--- src/rtl/irq_flag_bank.sv ---
module irq_flag_bank (
  input  logic        clk,
  input  logic        rst_n,
  input  logic [3:0]  cmp_match,
  input  logic        ovf0_pulse,
  input  logic        ovf1_pulse,
  input  logic        tb_hw_drop,
  input  logic        tb_sw_drop,
  input  logic        bus_rd,
  input  logic        bus_wr,
  input  logic        bus_priv,
  input  logic [31:0] bus_wdata,
  output logic [31:0] bus_rdata,
  input  logic [6:0]  irq_en,
  output logic [6:0]  irq_req
);

  localparam int SRC_N = 7;

  logic [SRC_N-1:0] flag_q;
  logic [SRC_N-1:0] set_v;
  logic [SRC_N-1:0] clr_v;
  logic [SRC_N-1:0] flag_d;
  logic             unused_bits;

  assign set_v  = {ovf1_pulse, ovf0_pulse, tb_hw_drop, cmp_match};
  assign clr_v  = (bus_wr && bus_priv) ? {bus_wdata[18:16], bus_wdata[3:0]} : '0;
  assign flag_d = (flag_q & ~clr_v) | set_v;

  assign bus_rdata = bus_rd ? {13'd0, flag_q[6:4], 12'd0, flag_q[3:0]} : 32'd0;

  assign unused_bits = ^{tb_sw_drop, bus_wdata[31:19], bus_wdata[15:4]};

  always_ff @(posedge clk) begin
    if (!rst_n) begin
      flag_q  <= '0;
      irq_req <= '0;
    end else begin
      flag_q  <= flag_d;
      irq_req <= flag_d & irq_en;
    end
  end

endmodule

--- config.mk ---
export PLATFORM = sky130hd
export DESIGN_NAME = irq_flag_bank
export DESIGN_NICKNAME = d
export VERILOG_FILES = /design/src/rtl/irq_flag_bank.sv
export SDC_FILE = /design/constraint.sdc
export NUM_CORES = 1
export LEC_CHECK = 0
export BUFFER_PORTS_ARGS = -buffer_cell sky130_fd_sc_hd__clkbuf_2
export CAP_MARGIN = 0
export CELL_PAD_IN_SITES_DETAIL_PLACEMENT = 0
export CELL_PAD_IN_SITES_GLOBAL_PLACEMENT = 1
export CORE_UTILIZATION = 20
export DETAILED_ROUTE_END_ITERATION = 8
export PLACE_DENSITY = 0.75
export REMOVE_ABC_BUFFERS = 1
export SYNTH_ARGS = -nofsm -noshare
export SYNTH_HDL_FRONTEND = slang
export SYNTH_SLANG_ARGS = --single-unit
--- constraint.sdc ---
create_clock -name clk -period 0.92 [get_ports clk]
set_input_delay 0.184 -clock clk [delete_from_list [all_inputs] [get_ports clk]]
set_output_delay 0.184 -clock clk [all_outputs]
set_load 0.05 [all_outputs]
; After elaboration in Yosys (flattened, before gate mapping)
; Index checks and enable logic that the tools add are counted.
[classes]
mux = 2
bitwise_logic = 4
n_reduce_logical = 1
[ops]
columns = cell, n
row1 = $mux 19, 1
row2 = $and 7x7->7, 2
row3 = $mux 7, 1
row4 = $not 7->7, 1
row5 = $or 7x7->7, 1
row6 = $logic_and 1x1->1, 1
[totals]
regBits = 14
out_inout_bits = 39

; Longest topological paths before layout
; Gate-level depths: netlist (run 1).
[logic_depth]
ltp_word = 6
ltp_mapped = 2

; Worst setup path after synthesis (run 1)
; No wires, ideal clock.
[synth_path]
path_type = register to output
startpoint = register flag_q[6]
endpoint = output bus_rdata[18]
arrival_time_ps = 715
required_ps = 736
setup_slack_ps = 21
stages_incl_launch_ff = 2
cell_sequence = dfxtp_1 and2_1
[synth_via]
elab_chain_cells = 1
[synth_rtl]
columns = item, line
row1 = start: declaration, 20  ; logic [SRC_N-1:0] flag_q;
row2 = start signal: assignment, 39  ; flag_q <= flag_d;
row3 = $mux 19, 30  ; assign bus_rdata = bus_rd ? {13'd0, flag_q[6:4], 12'd0, flag_q[3:0]} : 32'd0;
row4 = end: declaration, 13  ; output logic [31:0] bus_rdata,
; No other way between the ends.

; Worst setup path after layout (run 1)
; Ends and elaborated chain as after synthesis.

==> results of run 1 <==
[area by class of cell]
type / instances / area [µm²] / area share (%)
Clock buffer: 3 / 22.5 / 1.95
Multi-Input combinational cell: 60 / 374 / 32.5
Sequential cell: 14 / 298 / 25.8
Tap cell: 46 / 57.6 / 4.99
Timing Repair Buffer: 39 / 400 / 34.7
[cell usage after synthesis, drive strengths merged]
cell type / n / area share, %
and2: 7 / 6.0
o21ai: 7 / 4.8
nor2: 7 / 3.6
dfxtp: 14 / 38
conb: 1 / 0.51
and4b: 7 / 9.5
nor3b: 7 / 12
buf: 25 / 26
[sequential cells by signal (all words and copies together), names as in the netlist]
| name | count |
|---|---|
| flag_q | 7 |
| irq_req | 7 |
[metrics by stage]
stage               power, mW  instance area, µm²  TNS (ps)
CTS                      1.65                1140     -1370
finish                   1.63                1150     -1090
global placement         1.22                 965     -87.6
global route             1.70                1150     -1590
floorplan                1.07                 637         0
detailed placement       1.23                 965     -55.7
[worst reg2reg max path, stage by stage (launching register included)]
cell	delay, ps
dfxtp_2	330
o21ai_0	280
nor2_1	70
[per-layer routing]
layer	routed length, µm	GRT usage [%]	up-vias
li1	-	-	287
met2	922	17.1	37
met5	0	0	-
met3	154	5.11	0
met1	543	8.09	264
met4	0	0.872	0
[kinds of logic after synthesis]
| group | Yosys count | synth area share [%] |
|---|---|---|
| flip-flops | 14 | 38.2 |
| buffers and inverters | 25 | 25.6 |
| other | 1 | 0.511 |
| AND/OR/NAND/NOR | 28 | 31.0 |
| AO/OA/AOI/OAI | 7 | 4.77 |
[worst paths after layout]
| path | startpoint | endpoint | cells past startpoint |
|---|---|---|---|
| setup / recovery | flag_q[6] | bus_rdata[18] | 2 |
| hold / removal | irq_en[1] | irq_req[1] | 2 |
| setup reg to reg | flag_q[4] | flag_q[4] | 2 |
| hold reg to reg | flag_q[2] | flag_q[2] | 2 |
[what timing repair did]
item / CTS / global route
hold endpoints to repair: 0 / 0
gates resized for setup: 42 / 6
pin swaps: 0 / 0
endpoints found under the setup margin: 14 / 14
[power groups by stage]
stage               clock [mW]  combinational [mW]  sequential [mW]
CTS                      0.353               0.622            0.672
detailed placement           0               0.554            0.673
global route             0.370               0.652            0.681
finish                   0.332               0.625            0.675
floorplan                    0               0.344            0.729
global placement             0               0.549            0.672
==> impl_metrics.toml, run 1 <==
[setup_path]
cp.required_ps = 740
crit_arrival_ps = 890
path_max_fanout = 2
critPathBufInv = 1
endpoint_kind = "output port"
path_class = "register to output port"
crit_chain = "and2_4 > buf_12"
cpLargestDelayFamily = "flip-flops"
r2r_slack_ps = 120
slowest_stage = "dfxtp_2"
start_kind = "register"
slowest_delay_ps = 320

[drt]
wl_per_cell_um = 10.0
drc_errors = 0
drtPass1Iterations = 3
first_iter_violations = 6
wl_um = 1620
ant_nets = 0
vias_per_cell = 3.63
vias = 588

[timing]
finalHoldViolCount = 0
period_share_pct = 116
slew_viol_final = 0
final.min_clock_period_ps = 1070
timing.hold.ws_ps = 145
skew_ps = 1.42
rsz0062_at_grt = "true"
setup_viol_count_final = 14
fmax_mhz = 935
layout_setup_ws_ps = -149

[logic_synthesis]
avgSynthCellArea_um2 = 9.79
synth-seq-cells = 14
synth.yosys.seq_area_share_pct = 38.2
syn_inst = 75
ys_types = 8
ys_warn_count = 0
netlist_area_um2 = 734

[placement]
pre_cts_ws_ps = -28.3
place_congestion = 0.670
port_buffers = 39
placed_cells = 159
hpwl_um = 1360

[floorplan]
die-width_um = 62.6
core_mm2 = 0.00342
rows = 21
initial_core_util_pct = 21.5
ios = 91
fp.dieArea_mm2 = 0.00392
dieHeight_um = 62.6

[power]
irDropWorstVdd_v = 0.000822
seq_power_share_pct = 41.4
p_per_area_mw_per_mm2 = 1420
p_leak_nw = 0.567
comb_power_share_pct = 38.3
internal-power_mw = 1.01
switching_share_pct = 38.2
switchingPower_uw = 624
clkPwrFrac_pct = 20.3

[grt]
grt_remaining_overflow = 0
antenna_found_initial = 0
grt_pass1_wl_um = 2660
grt_util_all_layers_pct = 8.84
grt_pass1_vias = 583
grt_start_max_net_pins = 8

[status]
status = "complete, but fails checks"
violations = "negative setup slack"

[cells_and_area]
syn_to_final_growth_pct = 56.9
antenna_cells = 0
layout_common_cells = "conb_1, clkbuf_2, dfxtp_2"
fin_cells = 162
layout-drive-gt1-share_pct = 60.3
postLayoutCoreUtil_pct = 33.7
final_nets = 170
num-fill-cells = 355

[cts]
path_clk_slew_ps = 80
clkSinkCount = 14
cts_root_buffer = "clkbuf_4"
cts.htree.levels = 1
cts_setup_buffers = 0
numCtsBuffers = 3
hold_buffers = 0
insertion_delay_ps = 270
clockBufferDepth = 2
tritoncts = "done"

[min_path]
worstHoldPathType = "input port to register"

[job]
drv_cap = 0
Power figures use the tool's default switching activity.
==> inputs of run 2 (changes only) <==
- CORE_ASPECT_RATIO: not set -> 2
==> impl_metrics.toml, run 2 (same netlist as run 1, synthesis figures left out) <==
[status]
status = "complete, but fails checks"
violations = "negative setup slack"

[drt]
wl_um = 1630
drtPass1Iterations = 4
vias = 604
first_iter_violations = 7
ant_nets = 0
vias_per_cell = 3.66
wl_per_cell_um = 9.86
drc_errors = 0

[grt]
grt_start_max_net_pins = 9
grt_util_all_layers_pct = 8.33
antenna_found_initial = 0
grt_remaining_overflow = 0
grt_pass1_vias = 509
grt_pass1_wl_um = 2320

[timing]
timing.hold.ws_ps = 183
setup_viol_count_final = 7
fmax_mhz = 954
slew_viol_final = 0
rsz0062_at_grt = "true"
layout_setup_ws_ps = -128
final.min_clock_period_ps = 1050
period_share_pct = 114
finalHoldViolCount = 0
skew_ps = 0.0705

[power]
irDropWorstVdd_v = 0.000795
p_leak_nw = 0.581
p_per_area_mw_per_mm2 = 1600

[min_path]
min_from = "irq_en[6]"
worstHoldPathType = "input port to register"
whs_path_depth = 2
min_to = "irq_req[6]"

[setup_path]
slowest_delay_ps = 330
crit_arrival_ps = 860
r2r_cells = 2
r2r_slack_ps = 130
worstReg2RegEnd = "flag_q[3]"
start_kind = "register"
slowest_stage = "dfxtp_2"
crit_chain = "and2_4 > clkbuf_16"
cp.required_ps = 740
path_class = "register to output port"
path_max_fanout = 2
endpoint_kind = "output port"
rr_startpoint = "flag_q[3]"

[floorplan]
die-width_um = 44.9
core_mm2 = 0.00345
fp.dieArea_mm2 = 0.00393
dieHeight_um = 87.7
rows = 30
initial_core_util_pct = 21.3
ios = 91

[cts]
cts_root_buffer = "clkbuf_8"
cts_resized = 50
insertion_delay_ps = 240
numCtsBuffers = 3
path_clk_slew_ps = 60
cts.htree.levels = 1
clkSinkCount = 14
hold_buffers = 0
clockBufferDepth = 2
cts_setup_buffers = 0
tritoncts = "done"

[cells_and_area]
antenna_cells = 0
syn_to_final_growth_pct = 60.3
postLayoutCoreUtil_pct = 34.1
layout_common_cells = "conb_1, clkbuf_2, dfxtp_2"
biggestRegsByFlops = "flag_q (7), irq_req (7)"
final_nets = 170
layout-drive-gt1-share_pct = 60.7

[placement]
place_congestion = 0.663
port_buffers = 39
hpwl_um = 1230

[job]
drv_cap = 0
==> run 2: cell count changes in the layout (fill, tap and decap cells not counted) <==
cell	previous run	this run
buf_8	5	8
clkbuf_16	4	5
clkbuf_8	0	4
buf_12	5	1
clkbuf_4	3	0
==> run 2: worst max path at each step <==
stage          depth (start not counted)             to  startpoint
3_5_place_dp                           3   bus_rdata[0]      bus_rd
4_1_cts                                2  bus_rdata[18]   flag_q[6]
3_3_place_gp                           3   bus_rdata[0]      bus_rd
5_1_grt                                2   bus_rdata[1]   flag_q[1]
6_report                               2   bus_rdata[1]   flag_q[1]
2_1_floorplan                          1  bus_rdata[18]   flag_q[6]
==> run 2: critical path: cells and delay by family, from the launching register on <==
kind,cells,cell delay [ps]
flip-flops,1,330
buffers and inverters,1,150
AND/OR/NAND/NOR,1,140
==> run 2: cell type report <==
cell class / instances / area [µm²]
Clock buffer: 4 / 55.1
Fill cell: 379 / 2280
Multi-Input combinational cell: 60 / 374
Sequential cell: 14 / 298
Tap cell: 48 / 60.1
Timing Repair Buffer: 39 / 390
==> run 2: routing by layer <==
| metal | track usage [%] | vias up | wire (µm) |
|---|---|---|---|
| li1 | - | 287 | - |
| met1 | 9.05 | 263 | 579 |
| met2 | 14.6 | 54 | 866 |
| met3 | 2.47 | 0 | 181 |
| met4 | 3.31 | 0 | 0 |
| met5 | 0 | - | 0 |
==> run 2: power breakdown <==
part           switching (mW)  internal (mW)  total (mW)
Combinational           0.423          0.196       0.619
Sequential             0.0228          0.655       0.678
Clock                   0.203          0.378       0.581
Total                   0.649           1.23        1.88
==> run 2: through the flow <==
stage	cells	setup TNS, ps	worst slack, ps	instance area, µm²	total power, mW
detailed placement	161	-213	-39.1	907	1.19
floorplan	74	0	21.0	637	1.07
global placement	161	-234	-45.4	907	1.19
global route	165	-1000	-154	1180	1.96
finish	165	-783	-128	1180	1.88
CTS	165	-868	-134	1160	1.89
